$ cat src/rtl/dmem_router_pkg.sv
package dmem_router_pkg;

  typedef enum logic [1:0] {
    TGT_NONE   = 2'd0,
    TGT_LO_RAM = 2'd1,
    TGT_HI_RAM = 2'd2,
    TGT_SFR    = 2'd3
  } tgt_e;

  // Implemented SFR set: 80H-8FH plus every 8-aligned address above.
  function automatic logic [127:0] default_sfr_map();
    logic [127:0] m;
    for (int k = 0; k < 128; k++) begin
      m[k] = (k < 16) || (k[2:0] == 3'd0);
    end
    return m;
  endfunction

endpackage

$ cat src/rtl/dmem_router_decode.sv
module dmem_router_decode
  import dmem_router_pkg::*;
#(
  parameter int AW   = 8,
  localparam int HALF = 2 ** (AW - 1)
) (
  input  logic [AW-1:0] addr,
  input  logic          ind_mode,
  input  logic          rd_en,
  input  logic          wr_en,
  input  logic [HALF-1:0] sfr_map,
  output tgt_e          tgt
);

  logic access;
  logic upper;
  logic impl;

  always_comb begin
    access = rd_en | wr_en;
    upper  = addr[AW-1];
    impl   = sfr_map[addr[AW-2:0]];
    tgt    = TGT_NONE;
    if (access) begin
      if (!upper)        tgt = TGT_LO_RAM;
      else if (ind_mode) tgt = TGT_HI_RAM;
      else if (impl)     tgt = TGT_SFR;
    end
  end

endmodule

$ cat src/rtl/dmem_router_ram.sv
module dmem_router_ram #(
  parameter int AW = 8,
  parameter int DW = 8,
  localparam int HALF = 2 ** (AW - 1),
  localparam int IW   = AW - 1
) (
  input  logic          clk,
  input  logic          rst_n,
  input  logic [1:0]    bank_we,
  input  logic          bank_rsel,
  input  logic [IW-1:0] idx,
  input  logic [DW-1:0] wdata,
  output logic [DW-1:0] rdata
);

  logic [DW-1:0] bank_rd [2];

  for (genvar b = 0; b < 2; b++) begin : g_bank
    logic [DW-1:0] mem [HALF];

    always_ff @(posedge clk) begin
      if (bank_we[b]) mem[idx] <= wdata;
    end

    always_comb bank_rd[b] = mem[idx];

    a_r8_write_commit: assert property (@(posedge clk) disable iff (!rst_n)
      bank_we[b] |=> (mem[$past(idx)] == $past(wdata)));
  end

  always_comb rdata = bank_rd[bank_rsel];

  a_r5_one_bank_written: assert property (@(posedge clk) disable iff (!rst_n)
    $countones(bank_we) <= 1);

endmodule

$ cat src/rtl/dmem_router_rdmux.sv
module dmem_router_rdmux
  import dmem_router_pkg::*;
#(
  parameter int DW = 8
) (
  input  logic          rd_en,
  input  tgt_e          tgt,
  input  logic [DW-1:0] ram_rdata,
  input  logic [DW-1:0] sfr_rdata,
  output logic [DW-1:0] rd_data
);

  always_comb begin
    rd_data = '0;
    if (rd_en) begin
      unique case (tgt)
        TGT_LO_RAM, TGT_HI_RAM: rd_data = ram_rdata;
        TGT_SFR:                rd_data = sfr_rdata;
        default:                rd_data = '0;
      endcase
    end
  end

endmodule

$ cat src/rtl/dmem_router.sv
module dmem_router
  import dmem_router_pkg::*;
#(
  parameter int AW = 8,
  parameter int DW = 8,
  parameter logic [127:0] SFR_MAP = default_sfr_map()
) (
  input  logic          clk,
  input  logic          rst_n,
  input  logic [AW-1:0] addr,
  input  logic          ind_mode,
  input  logic          rd_en,
  input  logic          wr_en,
  input  logic [DW-1:0] wr_data,
  output logic [DW-1:0] rd_data,
  output logic          sel_lo_ram,
  output logic          sel_hi_ram,
  output logic          sel_sfr,
  output logic [AW-2:0] sfr_addr,
  output logic          sfr_rd_en,
  output logic          sfr_wr_en,
  output logic [DW-1:0] sfr_wdata,
  input  logic [DW-1:0] sfr_rdata
);

  localparam int HALF = 2 ** (AW - 1);

  tgt_e       tgt;
  logic [1:0] bank_we;
  logic [DW-1:0] ram_rdata;

  dmem_router_decode #(.AW(AW)) decode_i (
    .addr     (addr),
    .ind_mode (ind_mode),
    .rd_en    (rd_en),
    .wr_en    (wr_en),
    .sfr_map  (SFR_MAP[HALF-1:0]),
    .tgt      (tgt)
  );

  always_comb begin
    sel_lo_ram = (tgt == TGT_LO_RAM);
    sel_hi_ram = (tgt == TGT_HI_RAM);
    sel_sfr    = (tgt == TGT_SFR);
    bank_we    = {sel_hi_ram & wr_en, sel_lo_ram & wr_en};
    sfr_addr   = addr[AW-2:0];
    sfr_rd_en  = sel_sfr & rd_en;
    sfr_wr_en  = sel_sfr & wr_en;
    sfr_wdata  = wr_data;
  end

  dmem_router_ram #(.AW(AW), .DW(DW)) ram_i (
    .clk       (clk),
    .rst_n     (rst_n),
    .bank_we   (bank_we),
    .bank_rsel (addr[AW-1]),
    .idx       (addr[AW-2:0]),
    .wdata     (wr_data),
    .rdata     (ram_rdata)
  );

  dmem_router_rdmux #(.DW(DW)) rdmux_i (
    .rd_en     (rd_en),
    .tgt       (tgt),
    .ram_rdata (ram_rdata),
    .sfr_rdata (sfr_rdata),
    .rd_data   (rd_data)
  );

  a_r2_single_target: assert property (@(posedge clk) disable iff (!rst_n)
    $onehot0({sel_lo_ram, sel_hi_ram, sel_sfr}));

  a_r4_indirect_no_sfr: assert property (@(posedge clk) disable iff (!rst_n)
    (ind_mode && addr[AW-1]) |-> !(sfr_rd_en || sfr_wr_en));

  a_r5_sfr_write_spares_ram: assert property (@(posedge clk) disable iff (!rst_n)
    sfr_wr_en |-> (bank_we == 2'b00));

  a_r6_unimpl_reads_zero: assert property (@(posedge clk) disable iff (!rst_n)
    (rd_en && !ind_mode && addr[AW-1] && !sel_sfr) |-> (rd_data == '0));

  a_r1_lower_in_any_mode: assert property (@(posedge clk) disable iff (!rst_n)
    ((rd_en || wr_en) && !addr[AW-1]) |-> sel_lo_ram);

endmodule

$ cat config.mk
export PLATFORM = sky130hd
export DESIGN_NAME = dmem_router
export DESIGN_NICKNAME = d
export VERILOG_FILES = /design/src/rtl/dmem_router_pkg.sv /design/src/rtl/dmem_router_decode.sv /design/src/rtl/dmem_router_ram.sv /design/src/rtl/dmem_router_rdmux.sv /design/src/rtl/dmem_router.sv
export SDC_FILE = /design/constraint.sdc
export NUM_CORES = 2
export LEC_CHECK = 0
export BUFFER_PORTS_ARGS = -buffer_cell sky130_fd_sc_hd__buf_2
export CAP_MARGIN = 20
export CORE_AREA = 4 4 387 389
export CTS_CLUSTER_DIAMETER = 60
export CTS_CLUSTER_SIZE = 16
export DETAILED_ROUTE_END_ITERATION = 10
export DIE_AREA = 0 0 391 393
export PLACE_DENSITY = 0.73
export SLEW_MARGIN = 25
export SYNTH_ARGS = -nofsm -noshare
export SYNTH_HDL_FRONTEND = slang
export SYNTH_SLANG_ARGS = --single-unit
$ cat constraint.sdc
create_clock -name clk -period 4 [get_ports clk]
set_input_delay 0.6 -clock clk [delete_from_list [all_inputs] [get_ports clk]]
set_output_delay 0.6 -clock clk [all_outputs]
set_load 0.05 [all_outputs]
==> results.cfg <==
[timing]
setup-tns-final_ps = -271
min_period_over_period = 1.03
max_slew_margin = 0.264
setup_viols_final = 6
clock.fmax_ghz = 0.243
worstMarginPinSlew_ps = 1100
report.final.hold_viol_count = 0
hold_slack_ps = 261
report.final.slew_viol_count = 0
layout_setup_ws_ps = -108
post_layout_min_period_ps = 4110
rsz0062_at_grt = yes

[floorplanning]
fp.dieH_um = 393
die_width_um = 391
floorplan.initialDensity = 0.545
floorplan.io_pins = 57
die_area_sq_mm = 0.154
fp-row-count = 141
fp.coreArea_sq_mm = 0.147

[power_and_ir_drop]
power_frac_seq = 0.573
power.internal_mw = 32.0
share_clk_of_total_power = 0.350
power.total_mw = 41.2
p_leak_nw = 31.3
power.share.switching = 0.223
power.switching_mw = 9.21
peakVddDrop_mv = 0.392
power.density_mw_per_mm2 = 435
combinationalPowerShare = 0.077

[grt]
grtUsageMet1 = 0.420
grt-ovfl-total = 0
grt_max_degree = 213
grt.met2_usage = 0.470
grt_most_used_layer = met2
grt_pass1_vias = 47000
wire_length_of_the_first_global_routing_pass_um = 339000
grt_util_all_layers = 0.310
grtUsageMet3 = 0.0836
grt_antenna_before_repair = 11

[finish]
regArea_sq_mm = 0.0615
flow.area_growth_from_synthesis_pct = 18.3
final_util = 0.645
final_cells = 7079
layout-drive-gt1-share = 0.318
leading_registers_by_flop_count = ram_i.g_bank.mem: 2048 flops
nFillCells = 9660
final_net_count = 5132
multi_input_area_sq_mm = 0.0173
most_flops_register = ram_i.g_bank.mem
largest_reg_flops = 2048

[routing]
drt-pass1-iter-count = 10
drt-total-wl_um = 244000
detailroute.via_count = 48600
drt.antenna.violating_nets = 0
routed_via_density = 6.87
post-route-drc-count = 0
avgRoutedWirePerCell_um = 34.4
drt_first_iter_violations = 8348

[job]
timing.max_cap.violations = 0

[setup_path]
timing.setup.critical_path_class = in2out
worst_setup_path_start_kind = input port
critPathMaxStageDelay_ps = 530
crit_chain = buf_8 > buf_8 > buf_12 > buf_4 > buf_4 > nor3_1 > a21oi_2 > o211ai_1 > a21oi_1 > nor4b_4 > buf_4 > a2111oi_4 > a221o_2 > buf_12
worst_ep_required_time_ps = 3400
timing.critical_path.to_type = primary output
critical_path.max_fanout = 8
timing.critical_path.from = addr[1]
critical_path.slowest_cell = sky130_fd_sc_hd__a2111oi_4
cp.arrival_ps = 3510
most_prevalent_standard_cell_on_the_critical_path = sky130_fd_sc_hd__buf_4

[synthesis]
synth_cell_type_count = 77
synth_area_sq_mm = 0.0800
synth.cells.most_frequent = sky130_fd_sc_hd__edfxtp_1, sky130_fd_sc_hd__nor2_1, sky130_fd_sc_hd__mux4_2, sky130_fd_sc_hd__nand2_1, sky130_fd_sc_hd__o22ai_1
yosysTopAreaCell = sky130_fd_sc_hd__edfxtp_1
asyncSetResetFlopFracSynth = 0
netlist_instances = 4276
seq_area_frac_synth = 0.769
synth.ff_latch_count = 2048
synth-warning-count = 0
synthDominantCellAreaShare = 0.769
ys_dominant_reg_cell = sky130_fd_sc_hd__edfxtp_1
syn-mean-instance-area_sq_um = 18.7
leading_cell_type_by_number_of_instances_after_synthesis = sky130_fd_sc_hd__edfxtp_1
synth_enable_flop_cells = 2048
synthTopCellsByArea = sky130_fd_sc_hd__edfxtp_1, sky130_fd_sc_hd__mux4_2, sky130_fd_sc_hd__mux2i_1, sky130_fd_sc_hd__nor2_1, sky130_fd_sc_hd__mux2_2
synth_nets = 4309

[clock_tree]
cts_tree = done
cts_max_path_buffers = 3
cts-root-buf = sky130_fd_sc_hd__clkbuf_16
clock_sink_count = 2048
htree_num_levels = 4
clk_transition_reported_paths_ps = 70
cts_buffers = 151

[run_status]
status = complete, but fails checks
violations_in_the_final_reports = setup timing

[min_path]
worstHoldStart = wr_data[1]
worst_hold_path_type = in2reg

[placed_design]
gp_congestion = 0.951
post-place-cells = 6796
io_buffer_count = 55
dp_hpwl_um = 155000
-- power groups by stage --
stage,registers (mW),logic [mW],clock network (mW)
after CTS,23.6,2.89,14.4
after global routing,23.6,3.23,15.3
final,23.6,3.16,14.4
after global placement,24.1,2.78,0
after floorplan,24.1,1.25,0
after detailed placement,24.1,2.83,0
-- through the flow --
step	setup WS, ps	cell area [sq um]
final	-108	94700
after global routing	-52.0	94700
after CTS	-4.97	93300
after detailed placement	-941	88700
after global placement	-992	88700
after floorplan	-179	80000
-- layout by cell type (no fill, tap or decap), types with 97 or more instances in the layout --
master | Yosys | routed
sky130_fd_sc_hd__nand2_1 | 174 | 170
sky130_fd_sc_hd__mux2_2 | 103 | 102
sky130_fd_sc_hd__nor2_1 | 336 | 329
sky130_fd_sc_hd__mux2i_1 | 138 | 133
sky130_fd_sc_hd__o221ai_1 | 111 | 106
sky130_fd_sc_hd__buf_4 | 69 | 791
sky130_fd_sc_hd__edfxtp_1 | 2048 | 2048
sky130_fd_sc_hd__buf_12 | 0 | 97
sky130_fd_sc_hd__o22ai_1 | 162 | 158
sky130_fd_sc_hd__mux4_2 | 248 | 248
sky130_fd_sc_hd__clkbuf_16 | 0 | 166
-- timing repair --
action	in CTS	in global routing
setup endpoints to repair	8	8
hold buffers	0	0
gates resized for setup	47	118
pin swaps	13	37
cloned	1	14
buffers inserted	4	63
-- per-layer routing --
metal  wire [um]  vias up
met4       15400        6
met1       83300    24400
li1            -    19100
met2      110000     4227
met5          38        -
met3       35400      831
-- logic make-up after synthesis --
family	count (synthesis)	share of synthesized area
fa+ha+maj	4	0.000626
compound gates	741	0.0674
flops	2048	0.769
mux	495	0.104
simple gates	667	0.0363
buf+inv	321	0.0236
-- area by class of cell --
cell class	instances	area share
sequential	2048	0.650
multi-input combinational	1907	0.183
timing repair buffer	973	0.0958
clock buffer	161	0.0408
tap	1930	0.0255
clock inverter	34	0.00464
inverter	18	0.000806
antenna	8	0.000211
-- worst max-delay path: cells and delay by family --
| family | cells | cell delay [ps] |
|---|---|---|
| buffers and inverters | 7 | 1150 |
| and+or+nand+nor | 2 | 190 |
| AOI/OAI and AO/OA | 5 | 1540 |
-- path summary, 6_finish.rpt --
kind,endpoint,slack [ps],cells after the start
hold / removal,ram_i.g_bank[0].mem[41][1],260,1
setup / recovery,rd_data[4],-110,14
Note: power is estimated with default switching activity, not from simulation.
